File: src/rtl/hsb_pkg.sv
package hsb_pkg;
  localparam int unsigned SYNC_DEPTH = 2;

  typedef enum logic [1:0] {
    M_IDLE   = 2'd0,
    M_SETTLE = 2'd1,
    M_REQ    = 2'd2,
    M_DRAIN  = 2'd3
  } hsb_mst_e;

  // each of the four edges crosses a synchronizer and one register
  function automatic int unsigned hsb_round_trip(input int unsigned settle);
    return settle + 4 * (SYNC_DEPTH + 1);
  endfunction
endpackage

File: src/rtl/hsb_sync.sv
module hsb_sync #(
  parameter int unsigned STAGES = 2
) (
  input  logic clk,
  input  logic rst_n,
  input  logic d,
  output logic q
);
  logic [STAGES-1:0] chain;

  always_ff @(posedge clk or negedge rst_n) begin
    if (!rst_n) chain <= '0;
    else        chain <= {chain[STAGES-2:0], d};
  end

  assign q = chain[STAGES-1];
endmodule

File: src/rtl/hsb_master.sv
module hsb_master
  import hsb_pkg::*;
#(
  parameter int unsigned ADDR_W = 4,
  parameter int unsigned DATA_W = 8,
  parameter int unsigned SETTLE = 2
) (
  input  logic              clk,
  input  logic              rst_n,
  input  logic              job_valid,
  input  logic              job_write,
  input  logic [ADDR_W-1:0] job_addr,
  input  logic [DATA_W-1:0] job_wdata,
  output logic              job_ready,
  output logic              job_done,
  output logic [DATA_W-1:0] rd_data,
  input  logic              ack_seen,
  input  logic [DATA_W-1:0] bus_rdata,
  output logic              bus_req,
  output logic              bus_write,
  output logic [ADDR_W-1:0] bus_addr,
  output logic [DATA_W-1:0] bus_wdata,
  output logic              accept_evt
);
  localparam int unsigned CW = (SETTLE > 1) ? $clog2(SETTLE) : 1;
  localparam logic [CW-1:0] LAST = CW'(SETTLE - 1);

  hsb_mst_e      state;
  logic [CW-1:0] cnt;

  assign job_ready  = (state == M_IDLE) && !ack_seen;
  assign accept_evt = job_valid && job_ready;

  always_ff @(posedge clk or negedge rst_n) begin
    if (!rst_n) begin
      state     <= M_IDLE;
      cnt       <= '0;
      bus_req   <= 1'b0;
      bus_write <= 1'b0;
      bus_addr  <= '0;
      bus_wdata <= '0;
      job_done  <= 1'b0;
      rd_data   <= '0;
    end else begin
      job_done <= 1'b0;
      unique case (state)
        M_IDLE: if (accept_evt) begin
          bus_write <= job_write;
          bus_addr  <= job_addr;
          bus_wdata <= job_wdata;
          cnt       <= '0;
          state     <= M_SETTLE;
        end
        M_SETTLE: if (cnt == LAST) begin
          bus_req <= 1'b1;
          state   <= M_REQ;
        end else begin
          cnt <= cnt + 1'b1;
        end
        M_REQ: if (ack_seen) begin
          bus_req  <= 1'b0;
          job_done <= 1'b1;
          if (!bus_write) rd_data <= bus_rdata;
          state    <= M_DRAIN;
        end
        M_DRAIN: if (!ack_seen) state <= M_IDLE;
        default: state <= M_IDLE;
      endcase
    end
  end
endmodule

File: src/rtl/hsb_slave.sv
module hsb_slave #(
  parameter int unsigned ADDR_W = 4,
  parameter int unsigned DATA_W = 8
) (
  input  logic              clk,
  input  logic              rst_n,
  input  logic              req_seen,
  input  logic              bus_write,
  input  logic [ADDR_W-1:0] bus_addr,
  input  logic [DATA_W-1:0] bus_wdata,
  output logic              bus_ack,
  output logic [DATA_W-1:0] bus_rdata
);
  localparam int unsigned DEPTH = 1 << ADDR_W;

  logic [DATA_W-1:0] words [DEPTH];

  always_ff @(posedge clk or negedge rst_n) begin
    if (!rst_n) begin
      bus_ack   <= 1'b0;
      bus_rdata <= '0;
      for (int i = 0; i < DEPTH; i++) words[i] <= '0;
    end else if (req_seen && !bus_ack) begin
      if (bus_write) words[bus_addr] <= bus_wdata;
      else           bus_rdata       <= words[bus_addr];
      bus_ack <= 1'b1;
    end else if (!req_seen && bus_ack) begin
      bus_ack <= 1'b0;
    end
  end
endmodule

File: src/rtl/hsb_pair.sv
module hsb_pair
  import hsb_pkg::*;
#(
  parameter int unsigned ADDR_W = 4,
  parameter int unsigned DATA_W = 8,
  parameter int unsigned SETTLE = 2
) (
  input  logic              clk,
  input  logic              rst_n,
  input  logic              job_valid,
  input  logic              job_write,
  input  logic [ADDR_W-1:0] job_addr,
  input  logic [DATA_W-1:0] job_wdata,
  output logic              job_ready,
  output logic              job_done,
  output logic [DATA_W-1:0] rd_data,
  output logic              bus_req,
  output logic              bus_ack,
  output logic [ADDR_W-1:0] bus_addr,
  output logic              bus_write,
  output logic [DATA_W-1:0] bus_wdata,
  output logic [DATA_W-1:0] bus_rdata
);
  logic req_seen;
  logic ack_seen;
  logic accept_evt;

  hsb_sync #(.STAGES(SYNC_DEPTH)) u_req_sync (
    .clk(clk), .rst_n(rst_n), .d(bus_req), .q(req_seen)
  );

  hsb_sync #(.STAGES(SYNC_DEPTH)) u_ack_sync (
    .clk(clk), .rst_n(rst_n), .d(bus_ack), .q(ack_seen)
  );

  hsb_master #(.ADDR_W(ADDR_W), .DATA_W(DATA_W), .SETTLE(SETTLE)) u_mst (
    .clk(clk), .rst_n(rst_n),
    .job_valid(job_valid), .job_write(job_write), .job_addr(job_addr),
    .job_wdata(job_wdata), .job_ready(job_ready), .job_done(job_done),
    .rd_data(rd_data), .ack_seen(ack_seen), .bus_rdata(bus_rdata),
    .bus_req(bus_req), .bus_write(bus_write), .bus_addr(bus_addr),
    .bus_wdata(bus_wdata), .accept_evt(accept_evt)
  );

  hsb_slave #(.ADDR_W(ADDR_W), .DATA_W(DATA_W)) u_slv (
    .clk(clk), .rst_n(rst_n), .req_seen(req_seen),
    .bus_write(bus_write), .bus_addr(bus_addr), .bus_wdata(bus_wdata),
    .bus_ack(bus_ack), .bus_rdata(bus_rdata)
  );
endmodule

File: config.mk
export PLATFORM = sky130hd
export DESIGN_NAME = hsb_pair
export DESIGN_NICKNAME = d
export VERILOG_FILES = /design/src/rtl/hsb_pkg.sv /design/src/rtl/hsb_sync.sv /design/src/rtl/hsb_master.sv /design/src/rtl/hsb_slave.sv /design/src/rtl/hsb_pair.sv
export SDC_FILE = /design/constraint.sdc
export NUM_CORES = 1
export LEC_CHECK = 0
export CORE_MARGIN = 4
export CORE_UTILIZATION = 25
export CTS_CLUSTER_SIZE = 10
export DETAILED_ROUTE_END_ITERATION = 8
export DONT_BUFFER_PORTS = 1
export GPL_TIMING_DRIVEN = 0
export HOLD_SLACK_MARGIN = 0.03
export PLACE_DENSITY = 0.37
export SLEW_MARGIN = 10
export SYNTH_ARGS = -nofsm -noshare
export SYNTH_HDL_FRONTEND = slang
export SYNTH_SLANG_ARGS = --single-unit
export TNS_END_PERCENT = 100
File: constraint.sdc
create_clock -name clk -period 3.3 [get_ports clk]
set_input_delay 0.33 -clock clk [delete_from_list [all_inputs] [get_ports clk]]
set_output_delay 0.33 -clock clk [all_outputs]
set_load 0.1 [all_outputs]
* Word level (Yosys, flattened, before mapping)
Index checks and enable logic that the tools add are counted.
** Storage, ports and cells
- Output and inout port bits :: 33
- Memory bits (writable) :: 0
- Memories :: 0
- Flip-flop bits (word level) :: 167
- Word-level logic and storage cells :: 80
- Memory bits (read-only) :: 0
- Bits in latches :: 0
** Cells by class
- Divide/modulo/power cells :: 0
- Add/sub/neg operators :: 1
- Order comparisons :: 2
- Shift-type cells :: 0
- Eq/ne operators :: 7
- Muxes and demuxes :: 21
- Bitwise gates (word level) :: 2
- Reductions and logical operators :: 19
- Multiply operators :: 0
** Operators with widths (count)
- $bwmux W128 :: 1
- $bmux W8 S4 :: 1
- $demux W8 S4 :: 1
- $mux W8 :: 3
- $mux W1 :: 8
- $mux W2 :: 4
- $pmux W2 S4 :: 1
- $reduce_and A2 Y1 :: 4
- $ne A2 B2 Y1 const B :: 3
- $reduce_and A3 Y1 :: 2
- $reduce_bool A2 Y1 :: 3
- $ge A5 B5 Y1 const B :: 1
- $logic_and A1 B1 Y1 :: 5
- $lt A5 B1 Y1 const B :: 1
- $not A4 Y5 :: 1
- $eq A2 B2 Y1 const B :: 2
- $pmux W1 S2 :: 2
- $reduce_and A4 Y1 :: 1
- $logic_not A1 Y1 :: 3
- $eq A2 B1 Y1 const B :: 1
- $logic_not A2 Y1 :: 1
- $ne A2 B1 Y1 const B :: 1
- $add A1 B1 Y1 const B :: 1
- $not A1 Y1 :: 1

* Longest topological paths before layout
- Depth in word-level cells :: 6
- Mapped depth :: 7
- Depth with buffers taken out :: 6

* Cells and area by module
Synthesis repeated with hierarchy kept, for this count alone.
** Second synthesis, totals
- Cells, all modules :: 512
- Area total of the unflattened synthesis :: 7686.1 um2
** By module, submodules not included
- hsb_slave :: seq. area each 3428.3 um2, area each 6413.7 um2, instances 1, cells an instance 430
- hsb_master :: seq. area each 650.6 um2, area each 1172.4 um2, instances 1, cells an instance 78
- hsb_sync :: seq. area each 50.0 um2, area each 50.0 um2, instances 2, cells an instance 2

* Worst setup path before layout
No wires, ideal clock.
- Path kind :: register to register
- Start point :: register u_mst.state[0]
- End point :: register u_mst.bus_wdata[2]
- Clock period less this slack :: 3166 ps
- Arrival :: 3040 ps
- Data required time :: 3174 ps
- Cell stages (with the launch flop) :: 7
- Setup slack :: 134 ps
- Path buffers :: 1
- Path through :: dfrtp_1 > inv_1 > ha_1 > nor2b_1 > nand2_1 > buf_2 > mux2_2
** Between the ends
- Word-level cells in the longest chain between the ends :: 4
** RTL lines
- start: declaration :: line hsb_master.sv:28 : hsb_mst_e state;
- start signal: assignment :: line hsb_master.sv:36 : state <= M_IDLE;
- start signal: assignment :: line hsb_master.sv:52 : state <= M_SETTLE;
- start signal: assignment :: line hsb_master.sv:56 : state <= M_REQ;
- $logic_not A2 Y1 :: line hsb_master.sv:31 : assign job_ready = (state == M_IDLE) && !ack_seen;
- $logic_and A1 B1 Y1 :: line hsb_master.sv:31
- named net job_ready :: line hsb_pair.sv:14 : output logic job_ready,
- $logic_and A1 B1 Y1 :: line hsb_master.sv:32 : assign accept_evt = job_valid && job_ready;
- $reduce_and A2 Y1 (no line)
- end signal: assignment :: line hsb_master.sv:50 : bus_wdata <= job_wdata;
- end: declaration :: line hsb_master.sv:22 : output logic [DATA_W-1:0] bus_wdata,
The timed path passes the listed nets, and every way through them passes these cells.
A chain may end at the register's enable or synchronous reset.

* Final worst setup path
- Start point :: register u_mst.bus_addr[2]
- End point :: register u_slv.words[91] (netlist name)
** Between the ends
- Word-level cells in the longest chain between the ends :: 6
- Elaborated cells between the ends (all ways) :: 7
** RTL lines
- start: declaration :: line hsb_master.sv:21 : output logic [ADDR_W-1:0] bus_addr,
- start signal: assignment :: line hsb_master.sv:49 : bus_addr <= job_addr;
- $not A4 Y5 (not written as such) (*) :: line hsb_slave.sv:24 : if (bus_write) words[bus_addr] <= bus_wdata;
- $ge A5 B5 Y1 (not written as such) / $lt A5 B1 Y1 (equally long branches) :: line hsb_slave.sv:24
- $logic_and A1 B1 Y1 (not written as such) :: line hsb_slave.sv:24
- $mux W8 (not written as such) :: line hsb_slave.sv:24
- $demux W8 S4 (*) :: line hsb_slave.sv:24
- $bwmux W128 (*) :: line hsb_slave.sv:24
- end signal: indexed assignment :: line hsb_slave.sv:24
- end: declaration :: line hsb_slave.sv:16 : logic [DATA_W-1:0] words [DEPTH];
Every way passes the cells marked *; elsewhere a longest branch is shown, timed or not.

==> results.sh <==
export IMPL_crit_slowest_cell="dfrtp_1"
export IMPL_worstSetupPathType="flip-flop to flip-flop"
export IMPL_path_max_fanout=9
export IMPL_clock_latency_ns=0.43
export IMPL_htreeDepth=4
export IMPL_finalSetupViolations=0
export IMPL_yosys_warnings=0
export IMPL_dr_total_vias=4245
export IMPL_drc=0
export IMPL_syn_to_final_growth_pct=16.1
export IMPL_ctsResizeCount=0
export IMPL_ys_types=41
export IMPL_ys_seq_area_share_pct=55.0
export IMPL_fin_crit_ns=2.94
export IMPL_syn_num_nets=518
export IMPL_worst_path_stages=4
export IMPL_die_area_um2=33200
export IMPL_drt_iter0_drc=214
export IMPL_hold_ws_ns=-0.402
export IMPL_rr_worst_depth=4
export IMPL_ant_nets=0
export IMPL_maxCapViolCount=0
export IMPL_ir_drop_uv=547
export IMPL_min_path_type="input port to async pin"
export IMPL_cts_root_buf="clkbuf_16"
export IMPL_status="finished with violations"
export IMPL_core_um2=29800
export IMPL_powerDensity_nw_per_um2=1150
export IMPL_syn_avg_cell_area_um2=15.3
export IMPL_critical_path_max_stage_delay_ns=1.09
export IMPL_clock_skew_ns=0.0141
export IMPL_io_pins=49
export IMPL_hpwlAfterDp_mm=13.7
export IMPL_worst_ep_required_time_ns=3.61
export IMPL_fin_tns_setup_ns=0
export IMPL_track_usage_pct=12.9
export IMPL_initial_core_util_pct=25.5
export IMPL_regToRegStartpoint="u_mst.bus_addr[2]"
export IMPL_syn_area_um2=7590
export IMPL_synth_seq_cells=167
export IMPL_cp_start_kind="flip-flop"
export IMPL_crit_start="u_mst.bus_addr[2]"
export IMPL_grt_overflow_total=0
export IMPL_die_y_um=182
export IMPL_worst_path_buf_inv=1
export IMPL_synthCells=496
export IMPL_slew_headroom_pct=17.0
export IMPL_routedWlPerCell_um=22.2
export IMPL_drive_above_1_share_pct=45.2
export IMPL_layout_nets=548
export IMPL_die_x_um=182
export IMPL_cts_tree="done"
export IMPL_ff2ff_setup_slack_ns=0.36
export IMPL_p_leak_nw=3.97
export IMPL_cts_buffers_inserted=17
export IMPL_hold_viol=167
export IMPL_routabilityCongestion=0.729
export IMPL_rsz0062_at_grt="no"
export IMPL_wirelength_mm=20.6
export IMPL_diodes=0
export IMPL_crit_chain="inv_1, nor2_1, nand2_2, mux2_2"
export IMPL_crit_path_end="u_slv.words[91]"
export IMPL_fin_area_um2=8810
export IMPL_cts_sinks=167
export IMPL_worstPathArrival_ns=3.25
export IMPL_slew_viol_final=0
export IMPL_reg2reg_to="u_slv.words[91]"
export IMPL_place_ws_ns=0.291
export IMPL_grt_max_degree=168
export IMPL_violations="hold timing"
export IMPL_dp_cells=888
export IMPL_rows=63
export IMPL_post_cts_buffers=0
export IMPL_nFillCells=3023
export IMPL_antenna_found_initial=0
export IMPL_fin_ws_ns=0.357
export IMPL_viasPerCell=4.57
export IMPL_path_clk_slew_ns=0.07
export IMPL_crit_family="flip-flops"
export IMPL_placed_area_um2=8110
export IMPL_clockBufferDepth=2
export IMPL_port_buffers=0
export IMPL_fin_cells=928
export IMPL_grt_pass1_vias=4744
export IMPL_worst_pin_slew_ns=1.24
export IMPL_end_kind="flip-flop"
export IMPL_total_power_mw=10.1
export IMPL_final_util_pct=29.6
export IMPL_grt_pass1_wl_mm=31.3
export IMPL_fmax_mhz=340
export IMPL_dr_pass1_iters=4
export IMPL_period_share_pct=89.2
## report_power, final
group	internal (mW)	switching, mW
Combinational	1.54	1.50
Clock	1.22	0.889
Sequential	2.85	2.09
Total	5.61	4.49
## state kept, by name, summed over array words and instances, names as in the netlist
signal            flops
u_slv.bus_ack         1
u_mst.cnt             1
u_mst.job_done        1
u_mst.bus_write       1
u_mst.bus_addr        4
u_mst.state           2
u_req_sync.chain      2
u_mst.bus_req         1
u_slv.words         128
u_mst.rd_data         8
u_mst.bus_wdata       8
u_slv.bus_rdata       8
u_ack_sync.chain      2
## cells in the mapped netlist (all sizes together)
| cell type | n | share of area (%) |
|---|---|---|
| dfrtp | 167 | 55 |
| mux2 | 153 | 23 |
| mux2i | 24 | 3.2 |
| mux4 | 20 | 5.9 |
| nor2 | 19 | 2.1 |
| o22ai | 14 | 1.2 |
| buf | 13 | 1.4 |
| clkbuf | 12 | 0.61 |
| nand2 | 12 | 0.73 |
| a21oi | 10 | 0.66 |
| nor3 | 7 | 0.61 |
| ha | 6 | 0.99 |
| a22oi | 5 | 0.49 |
| nand2b | 5 | 0.41 |
| inv | 4 | 0.20 |
| nand3 | 4 | 0.43 |
| and2 | 2 | 0.16 |
| nand3b | 2 | 0.20 |
| nand4b | 2 | 0.63 |
| o2111ai | 2 | 0.23 |
| o21ai | 2 | 0.13 |
| or2 | 2 | 0.16 |
| or3b | 2 | 0.23 |
| a22o | 1 | 0.12 |
| a311oi | 1 | 0.12 |
| and2b | 1 | 0.12 |
| nand4 | 1 | 0.28 |
| nor2b | 1 | 0.082 |
| o211ai | 1 | 0.099 |
| or3 | 1 | 0.082 |
## cell type report
class | count | area [µm²] | area share, %
Timing Repair Buffer | 11 | 121 | 1.38
Clock inverter | 13 | 170 | 1.93
Sequential cell | 167 | 4180 | 47.4
Multi-Input combinational cell | 300 | 3250 | 36.8
Tap cell | 390 | 488 | 5.54
Buffer | 25 | 153 | 1.73
Clock buffer | 18 | 439 | 4.98
Inverter | 4 | 15.0 | 0.170
## placed cells by master (no fill, tap or decap), types with 2 or more instances in the layout
cell type / netlist / layout
dlygate4sd3_1: 0 / 9
o21ai_0: 2 / 2
ha_1: 6 / 6
a21oi_1: 10 / 10
mux2i_1: 24 / 24
buf_6: 5 / 5
inv_1: 4 / 4
and2_1: 2 / 2
nand3b_1: 2 / 2
mux4_2: 20 / 20
o22ai_1: 14 / 14
clkinvlp_4: 0 / 3
buf_4: 4 / 4
clkbuf_1: 11 / 11
nor2_1: 7 / 7
nand4b_4: 2 / 2
nand3_1: 3 / 3
inv_6: 0 / 4
nand2b_1: 5 / 5
a22oi_1: 5 / 5
dfrtp_1: 167 / 166
clkbuf_16: 0 / 17
nor3_1: 6 / 6
bufinv_16: 0 / 3
mux2_2: 134 / 134
or2_2: 2 / 2
mux2_4: 16 / 16
mux2_1: 3 / 3
nor2_8: 4 / 4
nand2_1: 8 / 8
nand2_2: 4 / 4
o2111ai_1: 2 / 2
clkinv_4: 0 / 2
buf_2: 4 / 4
nor2_2: 8 / 8
## what timing repair did
| item | 4_1_cts | 5_1_grt |
|---|---|---|
| endpoints found under the setup margin | 0 | 0 |
| hold buffers | 5 | 4 |
| endpoints found under the hold margin | 172 | 171 |
## how the worst min path moves through the flow
stage / from / slack, ns / to / cells after the start
after floorplan: rst_n / 0.03 / u_ack_sync.chain[0] / 0
after global placement: rst_n / 0.05 / u_mst.rd_data[1] / 0
after detailed placement: rst_n / 0.04 / u_mst.rd_data[1] / 0
after CTS: rst_n / -0.43 / u_slv.words[26] / 0
after global routing: rst_n / -0.43 / u_slv.words[90] / 0
final: rst_n / -0.40 / u_slv.words[90] / 0
## cells by family after synthesis
| kind of cell | Yosys count | share of synthesized area [%] |
|---|---|---|
| simple gates | 61 | 6.18 |
| buf+inv | 29 | 2.21 |
| fa+ha+maj | 6 | 0.989 |
| mux | 197 | 32.6 |
| compound gates | 36 | 3.00 |
| flops | 167 | 55.0 |
## layer usage
| layer | part of all wire, % | global-route usage, % | routed length, µm |
|---|---|---|---|
| met1 | 46 | 17.2 | 9490 |
| met2 | 49 | 20.8 | 10000 |
| met3 | 3.9 | 3.31 | 808 |
| met4 | 1.3 | 3.30 | 274 |
| met5 | 0 | 0 | 0 |
(Power assumes the default switching activity.)
